File: src/rtl/vrp_pkg.sv
package vrp_pkg;

    typedef enum logic [2:0] {
        SEL_CTRL    = 3'd0,
        SEL_MASK    = 3'd1,
        SEL_STAT    = 3'd2,
        SEL_SPR_ADR = 3'd3,
        SEL_SPR_DAT = 3'd4,
        SEL_SCROLL  = 3'd5,
        SEL_PTR     = 3'd6,
        SEL_DATA    = 3'd7
    } reg_sel_e;

    typedef enum logic {
        WR_FIRST  = 1'b0,
        WR_SECOND = 1'b1
    } wr_phase_e;

    typedef struct packed {
        logic ctrl_wr;
        logic mask_wr;
        logic scroll_wr;
        logic ptr_wr;
        logic data_wr;
        logic data_rd;
        logic stat_rd;
    } reg_hits_t;

endpackage

File: src/rtl/vrp_decode.sv
module vrp_decode
    import vrp_pkg::*;
(
    input  logic       cs,
    input  logic       rd,
    input  logic [2:0] sel,
    output reg_hits_t  hits
);

    reg_sel_e idx;
    assign idx = reg_sel_e'(sel);

    always_comb begin
        hits = '0;
        if (cs) begin
            unique case (idx)
                SEL_CTRL:    hits.ctrl_wr   = !rd;
                SEL_MASK:    hits.mask_wr   = !rd;
                SEL_STAT:    hits.stat_rd   = rd;
                SEL_SPR_ADR: hits          = '0;
                SEL_SPR_DAT: hits          = '0;
                SEL_SCROLL:  hits.scroll_wr = !rd;
                SEL_PTR:     hits.ptr_wr    = !rd;
                SEL_DATA: begin
                    hits.data_wr = !rd;
                    hits.data_rd = rd;
                end
            endcase
        end
    end

endmodule

File: src/rtl/vrp_phase_fsm.sv
module vrp_phase_fsm
    import vrp_pkg::*;
(
    input  logic clk,
    input  logic rst_n,
    input  logic flip_ev,
    input  logic rewind_ev,
    output logic second
);

    wr_phase_e st_q, st_d;

    always_ff @(posedge clk or negedge rst_n) begin
        if (!rst_n) st_q <= WR_FIRST;
        else        st_q <= st_d;
    end

    always_comb begin
        st_d = st_q;
        unique case (st_q)
            WR_FIRST:  if (flip_ev) st_d = WR_SECOND;
            WR_SECOND: if (flip_ev || rewind_ev) st_d = WR_FIRST;
        endcase
    end

    always_comb begin
        second = (st_q == WR_SECOND);
    end

    assert_rewind_first_R5: assert property (@(posedge clk) disable iff (!rst_n)
        rewind_ev |=> !second);

    assert_flip_toggles_R5: assert property (@(posedge clk) disable iff (!rst_n)
        flip_ev |=> (second != $past(second)));

endmodule

File: src/rtl/vrp_ptr_regs.sv
module vrp_ptr_regs #(
    parameter int FINE_W   = 3,
    parameter int COARSE_W = 5,
    parameter int VRAM_AW  = 14,
    parameter int ROW_STEP = 32,
    localparam int DATA_W  = FINE_W + COARSE_W,
    localparam int CY_LO   = COARSE_W,
    localparam int NT_LO   = 2 * COARSE_W,
    localparam int FY_LO   = NT_LO + 2,
    localparam int ADDR_W  = FY_LO + FINE_W
) (
    input  logic              clk,
    input  logic              rst_n,
    input  logic              ctrl_wr,
    input  logic              scroll_wr,
    input  logic              ptr_wr,
    input  logic              step_ev,
    input  logic              second,
    input  logic              row_step,
    input  logic [DATA_W-1:0] wdata,
    output logic [ADDR_W-1:0] v_q,
    output logic [ADDR_W-1:0] t_q,
    output logic [FINE_W-1:0] fx_q
);

    logic [ADDR_W-1:0] v_d, t_d;
    logic [FINE_W-1:0] fx_d;

    always_ff @(posedge clk or negedge rst_n) begin
        if (!rst_n) begin
            v_q  <= '0;
            t_q  <= '0;
            fx_q <= '0;
        end else begin
            v_q  <= v_d;
            t_q  <= t_d;
            fx_q <= fx_d;
        end
    end

    always_comb begin
        v_d  = v_q;
        t_d  = t_q;
        fx_d = fx_q;
        if (ctrl_wr) t_d[NT_LO +: 2] = wdata[1:0];
        if (scroll_wr) begin
            if (!second) begin
                fx_d                = wdata[FINE_W-1:0];
                t_d[COARSE_W-1:0]   = wdata[DATA_W-1:FINE_W];
            end else begin
                t_d[FY_LO +: FINE_W]   = wdata[FINE_W-1:0];
                t_d[CY_LO +: COARSE_W] = wdata[DATA_W-1:FINE_W];
            end
        end
        if (ptr_wr) begin
            if (!second) begin
                t_d[ADDR_W-1:DATA_W] = {{(ADDR_W-VRAM_AW){1'b0}},
                                        wdata[VRAM_AW-DATA_W-1:0]};
            end else begin
                t_d[DATA_W-1:0] = wdata;
                v_d             = t_d;
            end
        end
        if (step_ev) v_d = v_q + (row_step ? ADDR_W'(ROW_STEP) : ADDR_W'(1));
    end

    assert_ctrl_page_R2: assert property (@(posedge clk) disable iff (!rst_n)
        ctrl_wr |=> (t_q[NT_LO +: 2] == $past(wdata[1:0])));

    assert_scroll_fine_R3: assert property (@(posedge clk) disable iff (!rst_n)
        (scroll_wr && !second) |=> (fx_q == $past(wdata[FINE_W-1:0])));

    assert_ptr_sync_R4: assert property (@(posedge clk) disable iff (!rst_n)
        (ptr_wr && second) |=> (v_q == t_q));

    assert_unit_step_R6: assert property (@(posedge clk) disable iff (!rst_n)
        (step_ev && !row_step) |=> (v_q == $past(v_q) + ADDR_W'(1)));

endmodule

File: src/rtl/vrp_read_path.sv
module vrp_read_path #(
    parameter int DATA_W = 8,
    parameter int PAGE_W = 6
) (
    input  logic              clk,
    input  logic              rst_n,
    input  logic              data_rd,
    input  logic              stat_rd,
    input  logic [PAGE_W-1:0] page,
    input  logic [DATA_W-1:0] mem_rdata,
    input  logic [DATA_W-1:0] stat_byte,
    output logic [DATA_W-1:0] rdata
);

    logic [DATA_W-1:0] buf_q;
    logic              pal;

    assign pal = &page;

    always_ff @(posedge clk or negedge rst_n) begin
        if (!rst_n)       buf_q <= '0;
        else if (data_rd) buf_q <= mem_rdata;
    end

    always_comb begin
        rdata = '0;
        if (stat_rd)      rdata = stat_byte;
        else if (data_rd) rdata = pal ? mem_rdata : buf_q;
    end

    assert_buffer_lag_R7: assert property (@(posedge clk) disable iff (!rst_n)
        (data_rd && !pal) ##1 (data_rd && !pal) |-> (rdata == $past(mem_rdata)));

    assert_palette_direct_R8: assert property (@(posedge clk) disable iff (!rst_n)
        (data_rd && pal) |-> (rdata == mem_rdata));

endmodule

File: src/rtl/vid_reg_port.sv
module vid_reg_port
    import vrp_pkg::*;
#(
    parameter int FINE_W   = 3,
    parameter int COARSE_W = 5,
    parameter int VRAM_AW  = 14,
    parameter int ROW_STEP = 32,
    localparam int DATA_W  = FINE_W + COARSE_W,
    localparam int ADDR_W  = FINE_W + 2 + 2 * COARSE_W
) (
    input  logic               clk,
    input  logic               rst_n,
    input  logic               cs,
    input  logic               rd,
    input  logic [2:0]         reg_sel,
    input  logic [DATA_W-1:0]  wdata,
    output logic [DATA_W-1:0]  rdata,
    input  logic               vblank_set,
    output logic [VRAM_AW-1:0] vram_addr,
    output logic               vram_we,
    output logic               vram_re,
    output logic [DATA_W-1:0]  vram_wdata,
    input  logic [DATA_W-1:0]  vram_rdata,
    output logic [ADDR_W-1:0]  v_out,
    output logic [ADDR_W-1:0]  t_out,
    output logic [FINE_W-1:0]  fine_x,
    output logic [DATA_W-1:0]  ctrl_out,
    output logic [DATA_W-1:0]  mask_out
);

    localparam int PAGE_W  = VRAM_AW - DATA_W;
    localparam int STEP_BIT = 2;

    reg_hits_t         hits;
    logic              second;
    logic              vblank_q;
    logic [DATA_W-1:0] ctrl_q, mask_q, stat_byte;

    vrp_decode u_dec (
        .cs   (cs),
        .rd   (rd),
        .sel  (reg_sel),
        .hits (hits)
    );

    vrp_phase_fsm u_fsm (
        .clk       (clk),
        .rst_n     (rst_n),
        .flip_ev   (hits.scroll_wr || hits.ptr_wr),
        .rewind_ev (hits.stat_rd),
        .second    (second)
    );

    vrp_ptr_regs #(
        .FINE_W   (FINE_W),
        .COARSE_W (COARSE_W),
        .VRAM_AW  (VRAM_AW),
        .ROW_STEP (ROW_STEP)
    ) u_ptr (
        .clk       (clk),
        .rst_n     (rst_n),
        .ctrl_wr   (hits.ctrl_wr),
        .scroll_wr (hits.scroll_wr),
        .ptr_wr    (hits.ptr_wr),
        .step_ev   (hits.data_wr || hits.data_rd),
        .second    (second),
        .row_step  (ctrl_q[STEP_BIT]),
        .wdata     (wdata),
        .v_q       (v_out),
        .t_q       (t_out),
        .fx_q      (fine_x)
    );

    vrp_read_path #(
        .DATA_W (DATA_W),
        .PAGE_W (PAGE_W)
    ) u_rd (
        .clk       (clk),
        .rst_n     (rst_n),
        .data_rd   (hits.data_rd),
        .stat_rd   (hits.stat_rd),
        .page      (v_out[VRAM_AW-1:DATA_W]),
        .mem_rdata (vram_rdata),
        .stat_byte (stat_byte),
        .rdata     (rdata)
    );

    always_ff @(posedge clk or negedge rst_n) begin
        if (!rst_n) begin
            ctrl_q   <= '0;
            mask_q   <= '0;
            vblank_q <= 1'b0;
        end else begin
            if (hits.ctrl_wr) ctrl_q <= wdata;
            if (hits.mask_wr) mask_q <= wdata;
            if (hits.stat_rd)   vblank_q <= 1'b0;
            else if (vblank_set) vblank_q <= 1'b1;
        end
    end

    assign stat_byte  = {vblank_q, {(DATA_W-1){1'b0}}};
    assign vram_addr  = v_out[VRAM_AW-1:0];
    assign vram_we    = hits.data_wr;
    assign vram_re    = hits.data_rd;
    assign vram_wdata = wdata;
    assign ctrl_out   = ctrl_q;
    assign mask_out   = mask_q;

    assert_read_clears_R9: assert property (@(posedge clk) disable iff (!rst_n)
        (cs && rd && reg_sel == 3'd2) |=> (rdata[DATA_W-1] == 1'b0 || !(cs && rd && reg_sel == 3'd2)));

    assert_set_flag_R9: assert property (@(posedge clk) disable iff (!rst_n)
        (vblank_set && !(cs && rd && reg_sel == 3'd2)) ##1 (cs && rd && reg_sel == 3'd2)
        |-> rdata[DATA_W-1]);

    assert_mem_strobes_R6: assert property (@(posedge clk) disable iff (!rst_n)
        !(vram_we && vram_re));

    assert_quiet_regs_R10: assert property (@(posedge clk) disable iff (!rst_n)
        (cs && (reg_sel == 3'd3 || reg_sel == 3'd4)) |=> ($stable(v_out) && $stable(t_out)));

endmodule

File: config.mk
export PLATFORM = sky130hd
export DESIGN_NAME = vid_reg_port
export DESIGN_NICKNAME = d
export VERILOG_FILES = /design/src/rtl/vrp_pkg.sv /design/src/rtl/vrp_decode.sv /design/src/rtl/vrp_phase_fsm.sv /design/src/rtl/vrp_ptr_regs.sv /design/src/rtl/vrp_read_path.sv /design/src/rtl/vid_reg_port.sv
export SDC_FILE = /design/constraint.sdc
export NUM_CORES = 1
export LEC_CHECK = 0
export ABC_AREA = 1
export BUFFER_PORTS_ARGS = -buffer_cell sky130_fd_sc_hd__buf_2
export CORE_MARGIN = 3
export CORE_UTILIZATION = 30
export CTS_CLUSTER_DIAMETER = 30
export DETAILED_ROUTE_END_ITERATION = 10
export GPL_TIMING_DRIVEN = 0
export HOLD_SLACK_MARGIN = 0.03
export PLACE_DENSITY = 0.55
export SYNTH_ARGS = -nofsm -noshare
export SYNTH_HDL_FRONTEND = slang
export SYNTH_HIERARCHICAL = 1
export SYNTH_SLANG_ARGS = --single-unit
File: constraint.sdc
create_clock -name clk -period 1.8 [get_ports clk]
set_input_delay 0.36 -clock clk [delete_from_list [all_inputs] [get_ports clk]]
set_output_delay 0.36 -clock clk [all_outputs]
set_load 0.005 [all_outputs]
==> After elaboration in Yosys (flattened, before gate mapping) <==
Cells that the tools add are included.
{ "totals": {"regBits": 59, "latchBits": 0, "ramBits": 0, "mem_bits_ro": 0, "in_bits": 24, "output_inout_bits": 81, "elab_cells": 54, "memories": 0} }
{ "classes": {"addsub": 1, "n_mul": 0, "n_div": 0, "magnitude_cmp": 0, "n_eq_ne": 5, "n_shift": 0, "mux": 28, "n_bitwise": 1, "reduce_logical": 11} }
{ "op_table": {"columns": ["cell", "n"], "rows": [
  ["2-to-1 mux 15 bit", 4],
  ["2-to-1 mux 8 bit", 4],
  ["adder 15 bit", 1],
  ["2-to-1 mux 7 bit", 2],
  ["2-to-1 mux 10 bit", 1],
  ["2-to-1 mux 5 bit", 2],
  ["== test 3 bit (second input constant)", 3],
  ["2-to-1 mux 1 bit", 9],
  ["2-to-1 mux 3 bit", 2],
  ["2-to-1 mux 6 bit", 1],
  ["AND reduction 6 bit", 1],
  ["nonzero test 2 bit", 3],
  ["2-to-1 mux 2 bit", 2],
  ["AND reduction 2 bit", 2],
  ["== test 3 x 1 -> 1 bit (second input constant)", 1],
  ["== test 3 x 2 -> 1 bit (second input constant)", 1],
  ["zero test 3 bit", 1],
  ["logical OR 1 bit", 3],
  ["one-hot mux 1 bit (2 select lines)", 1],
  ["zero test 1 bit", 1],
  ["NOT 1 bit", 1]
]} }

==> Depth between registers and ports, before layout <==
{ "logic_depth": {"word_depth": 7, "mapped_depth": 12, "ltp_nobuf": 12} }

==> Modules after synthesis <==
The synthesis kept the hierarchy.
{ "modules_own_cells": {"columns": ["module", "n_inst", "cells_per_inst", "area_each_um2", "seq_area_each_um2"], "rows": [
  ["vrp_ptr_regs", 1, 260, 1900.6, 825.8],
  ["vid_reg_port", 1, 96, 824.5, 425.4],
  ["vrp_read_path", 1, 90, 585.6, 200.2],
  ["vrp_decode", 1, 20, 80.1, 0.0],
  ["vrp_phase_fsm", 1, 6, 43.8, 25.0]
]} }

==> Worst setup path after synthesis <==
No wires, ideal clock.
{ "synth_timing": {"path_type": "input to register", "startpoint": "input port reg_sel[2]", "endpoint": "register u_ptr.v_q[2]", "arrival_time_ps": 1567, "required_ps": 1679, "path_slack_ps": 112, "stages": 7, "path_buffers": 1, "path_cell_list": "nand3_1 > nor2_1 > or2_2 > clkbuf_1 > o21ai_0 > a22oi_1 > inv_1"} }
{ "synth_via": {"elab_chain_cells": 6, "word_cells_on_any_way": 10, "classes_between": "eq/ne (2); mux (4); reduce/logical (4)"} }
{ "synth_lines": {"columns": ["item", "line", "rtl"], "rows": [
  ["from (decl)", "vid_reg_port.sv:15", "input logic [2:0] reg_sel,"],
  ["== test 3 bit (*)", "vrp_decode.sv:16", "unique case (idx)"],
  ["2-to-1 mux 2 bit (*)", "vrp_decode.sv:16", null],
  ["2-to-1 mux 7 bit (*)", "vrp_decode.sv:15", "if (cs) begin"],
  ["via vram_re", "vid_reg_port.sv:21", "output logic vram_re,"],
  ["logical OR 1 bit (*)", "vid_reg_port.sv:65", ".step_ev (hits.data_wr || hits.data_rd),"],
  ["nonzero test 2 bit (no line)", null, null],
  ["AND reduction 2 bit (no line)", null, null],
  ["to (signal assigned)", "vrp_ptr_regs.sv:35", "v_q <= v_d;"],
  ["to (decl)", "vrp_ptr_regs.sv:21", "output logic [ADDR_W-1:0] v_q,"]
]} }
The timed path passes the listed nets; every way through them passes the cells marked *.
A chain may end at the register's enable or synchronous reset.

==> Worst setup path in the final report <==
{ "layout_timing": {"startpoint": "register u_ptr.v_q[8]", "endpoint": "output port rdata[4]"} }
{ "layout_via": {"elab_chain_cells": 4} }
{ "layout_lines": {"columns": ["item", "line", "rtl"], "rows": [
  ["AND reduction 6 bit", "vrp_read_path.sv:18", "assign pal = &page;"],
  ["2-to-1 mux 8 bit (2 in a row)", "vrp_read_path.sv:28", "else if (data_rd) rdata = pal ? mem_rdata : buf_q;"],
  ["2-to-1 mux 8 bit", "vrp_read_path.sv:27", "if (stat_rd) rdata = stat_byte;"],
  ["to (decl)", "vid_reg_port.sv:17", "output logic [DATA_W-1:0] rdata,"]
]} }
Every way passes these cells.

==> impl_metrics.tcl <==
set metrics [dict create \
    outcome "finished, final reports clean" \
    timing.rr.start "ctrl_out[2]" \
    vias 3428 \
    max-slew-margin-rel 0.484 \
    fin_crit_sh 0.975 \
    synth_cell_types 32 \
    synth_most_common_cell "nand2_1" \
    reg2reg_setup_slack_ns 0.16 \
    dieArea_sq_um 12800 \
    grt_pass1_vias 3202 \
    numCtsBuffers 9 \
    synth_top_cell_by_area "dfrtp_1" \
    die_w_um 113 \
    clk_latency_ns 0.32 \
    worstPathArrival_ns 1.40 \
    synthCells 472 \
    cts_tree "yes" \
    drt.antenna.violating_nets 0 \
    r2r-end "u_ptr/v_q[10]" \
    nets 631 \
    drv_slew 0 \
    synth-simple-area-share 0.324 \
    cts.sinks 59 \
    hold_ws_ns 0.116 \
    grt_usage 0.162 \
    rows 38 \
    wl_met3_um 597 \
    worst_pin_slew_ns 0.774 \
    synthXorXnorAreaFrac 0.00255 \
    start_util 0.311 \
    diodes 0 \
    grt_antenna_before_repair 0 \
    rsz0062_at_grt "true" \
    layout_setup_ws_ns 0.0446 \
    worstPathRequired_ns 1.44 \
    maxCapViolCount 0 \
    dp_hpwl_um 7230 \
    synth-seq-area-share 0.430 \
    max_freq_mhz 570 \
    ir_drop_mv 0.433 \
    wirelength_um 10000 \
    synth_top_area_frac 0.430 \
    cts-root-buf "clkbuf_16" \
    power_density_nw_per_um2 1200 \
    yosysWarnings 6 \
    synthAdderAreaFrac 0.0109 \
    synthArstFlopShare 1.00 \
    synth_top_family_by_area "simple AND/OR/NAND/NOR gates" \
    synth_edf_count 0 \
    fin_crit_ns 1.76 \
    skew_ns 0.00515 \
    rr_worst_depth 10 \
    wl_met1_um 4670 \
    netlist_area_sq_um 3430 \
    firstDrtPassIters 4 \
    drc 0 \
    pre_cts_slack_ns -0.528 \
    io_buffers 104 \
    syn_to_final_growth_pct 33.6 \
    leakagePower_nw 2.54 \
    grt_pass1_wl_um 16500 \
    synth_compound_area_frac 0.105 \
    wl_met2_um 4610 \
    crit_path_end_kind "output pin" \
    start_kind "flop" \
    cp_max_fo 7 \
    ys_top_cells_by_area "dfrtp_1, nand2_1, inv_1" \
    synthTopCellsByCount "nand2_1, dfrtp_1, inv_1" \
    io_pins 105 \
    multi_input_area_sq_um 1580 \
    routed.top_layer "met4" \
    seq_area_sq_um 1490 \
    drive_gt1_frac 0.319 \
    finalHoldViolCount 0 \
    synth_seq_cells 59 \
    drtIter0Drc 199 \
    grt-ovfl-total 0 \
    post_drt_wl_per_cell_um 13.4 \
    core_area_sq_um 11000 \
    setup_violations 0 \
    routed_via_density 4.58 \
    critPathKind "reg2out" \
    gp_congestion 0.835 \
    cts.clk_slew.worst_paths_ns 0.05 \
    synth_flop_cell "dfrtp_1" \
    die_h_um 113 \
    htreeDepth 3 \
    avgSynthCellArea_sq_um 7.28 \
    hp-class "in2async" \
    clk_path_buf_depth 2 \
    num-fill-cells 1149 \
    muxShareOfSynthArea 0 \
    grt_max_degree 60 \
]
[flip-flops by register name, indices dropped and copies added, names as in the netlist]
signal / count
ctrl_out: 8
mask_out: 8
u_fsm/second: 1
u_ptr/fx_q: 3
u_ptr/t_q: 15
u_ptr/v_q: 15
u_rd/buf_q: 8
vblank_q: 1
[critical path, stage by stage, from the launching register on]
cell     delay (ns)
dfrtp_2        0.40
nand2_4        0.08
nor2_8         0.15
buf_12         0.13
nand3_1        0.07
nand3_1        0.08
nand2_1        0.05
buf_2          0.12
[worst max-delay path by stage]
stage / endpoint / depth (start not counted) / from
global route: rdata[2] / 7 / u_ptr/v_q[8]
global placement: u_ptr/v_q[2] / 8 / reg_sel[1]
finish: rdata[4] / 7 / u_ptr/v_q[8]
floorplan: u_ptr/v_q[2] / 7 / reg_sel[2]
CTS: rdata[5] / 7 / u_ptr/v_q[10]
detailed placement: u_ptr/v_q[2] / 8 / reg_sel[1]
[kinds of logic after synthesis]
group                      after synthesis
other                                    1
DFF                                     59
adders and majority gates                3
buffers and inverters                   87
AOI/OAI and AO/OA                       62
xor gates and xnor gates                 1
and+or+nand+nor                        259
[timing repair]
| action | CTS | global route |
|---|---|---|
| endpoints found under the hold margin | 0 | 0 |
| cloned | 0 | 0 |
| resized for setup | 10 | 9 |
| buffers inserted | 5 | 6 |
| pin swaps | 1 | 4 |
| hold buffers | 0 | 0 |
| setup endpoints to repair | 17 | 15 |
[layout by cell type, fill, tap and decap left out, types with 2 or more instances in the layout]
| cell type | instances |
|---|---|
| clkinv_2 | 2 |
| a31oi_1 | 2 |
| conb_1 | 7 |
| dfrtp_2 | 7 |
| nand2_4 | 2 |
| o211ai_1 | 5 |
| or2_2 | 3 |
| clkbuf_8 | 3 |
| nand3b_1 | 5 |
| dfrtp_1 | 52 |
| nor2_1 | 30 |
| buf_4 | 33 |
| o311ai_0 | 2 |
| a21oi_1 | 5 |
| buf_2 | 106 |
| inv_2 | 6 |
| o21ai_1 | 5 |
| clkbuf_16 | 9 |
| buf_6 | 4 |
| nor2_2 | 3 |
| o21ai_0 | 37 |
| nand2_1 | 173 |
| o22ai_1 | 2 |
| clkbuf_1 | 2 |
| nand2_2 | 6 |
| inv_1 | 50 |
| nand3_1 | 31 |
| nor2_8 | 2 |
[final cells by class]
class	instances	area share
Tap cell	140	0.0382
Sequential cell	59	0.324
Clock buffer	13	0.0589
Timing Repair Buffer	115	0.135
Inverter	57	0.0472
Clock inverter	2	0.00218
Multi-Input combinational cell	332	0.345
Buffer	30	0.0499
[where the power goes]
part	leakage, nW	internal, W	switching, W
Clock	0.141	0.00103	0.000587
Sequential	0.718	0.00171	0.000335
Combinational	1.68	0.000912	0.000923
Total	2.54	0.00366	0.00184
[metal layers]
layer | track usage | vias to the layer above
li1 | - | 1729
met1 | 0.223 | 1590
met5 | 0 | -
met2 | 0.251 | 96
met4 | 0.0617 | 0
met3 | 0.0353 | 13
[metrics by stage]
step	power [W]	setup TNS [ns]	cells	util	area, sq um
final	0.00550	0	748	0.416	4590
after global routing	0.00592	-0.104	748	0.416	4590
after CTS	0.00550	0	742	0.407	4490
after detailed placement	0.00378	-7.14	722	0.376	4150
after global placement	0.00374	-6.45	722	0.376	4150
after floorplan	0.00298	0	478	-	3460
(Power assumes the default switching activity.)
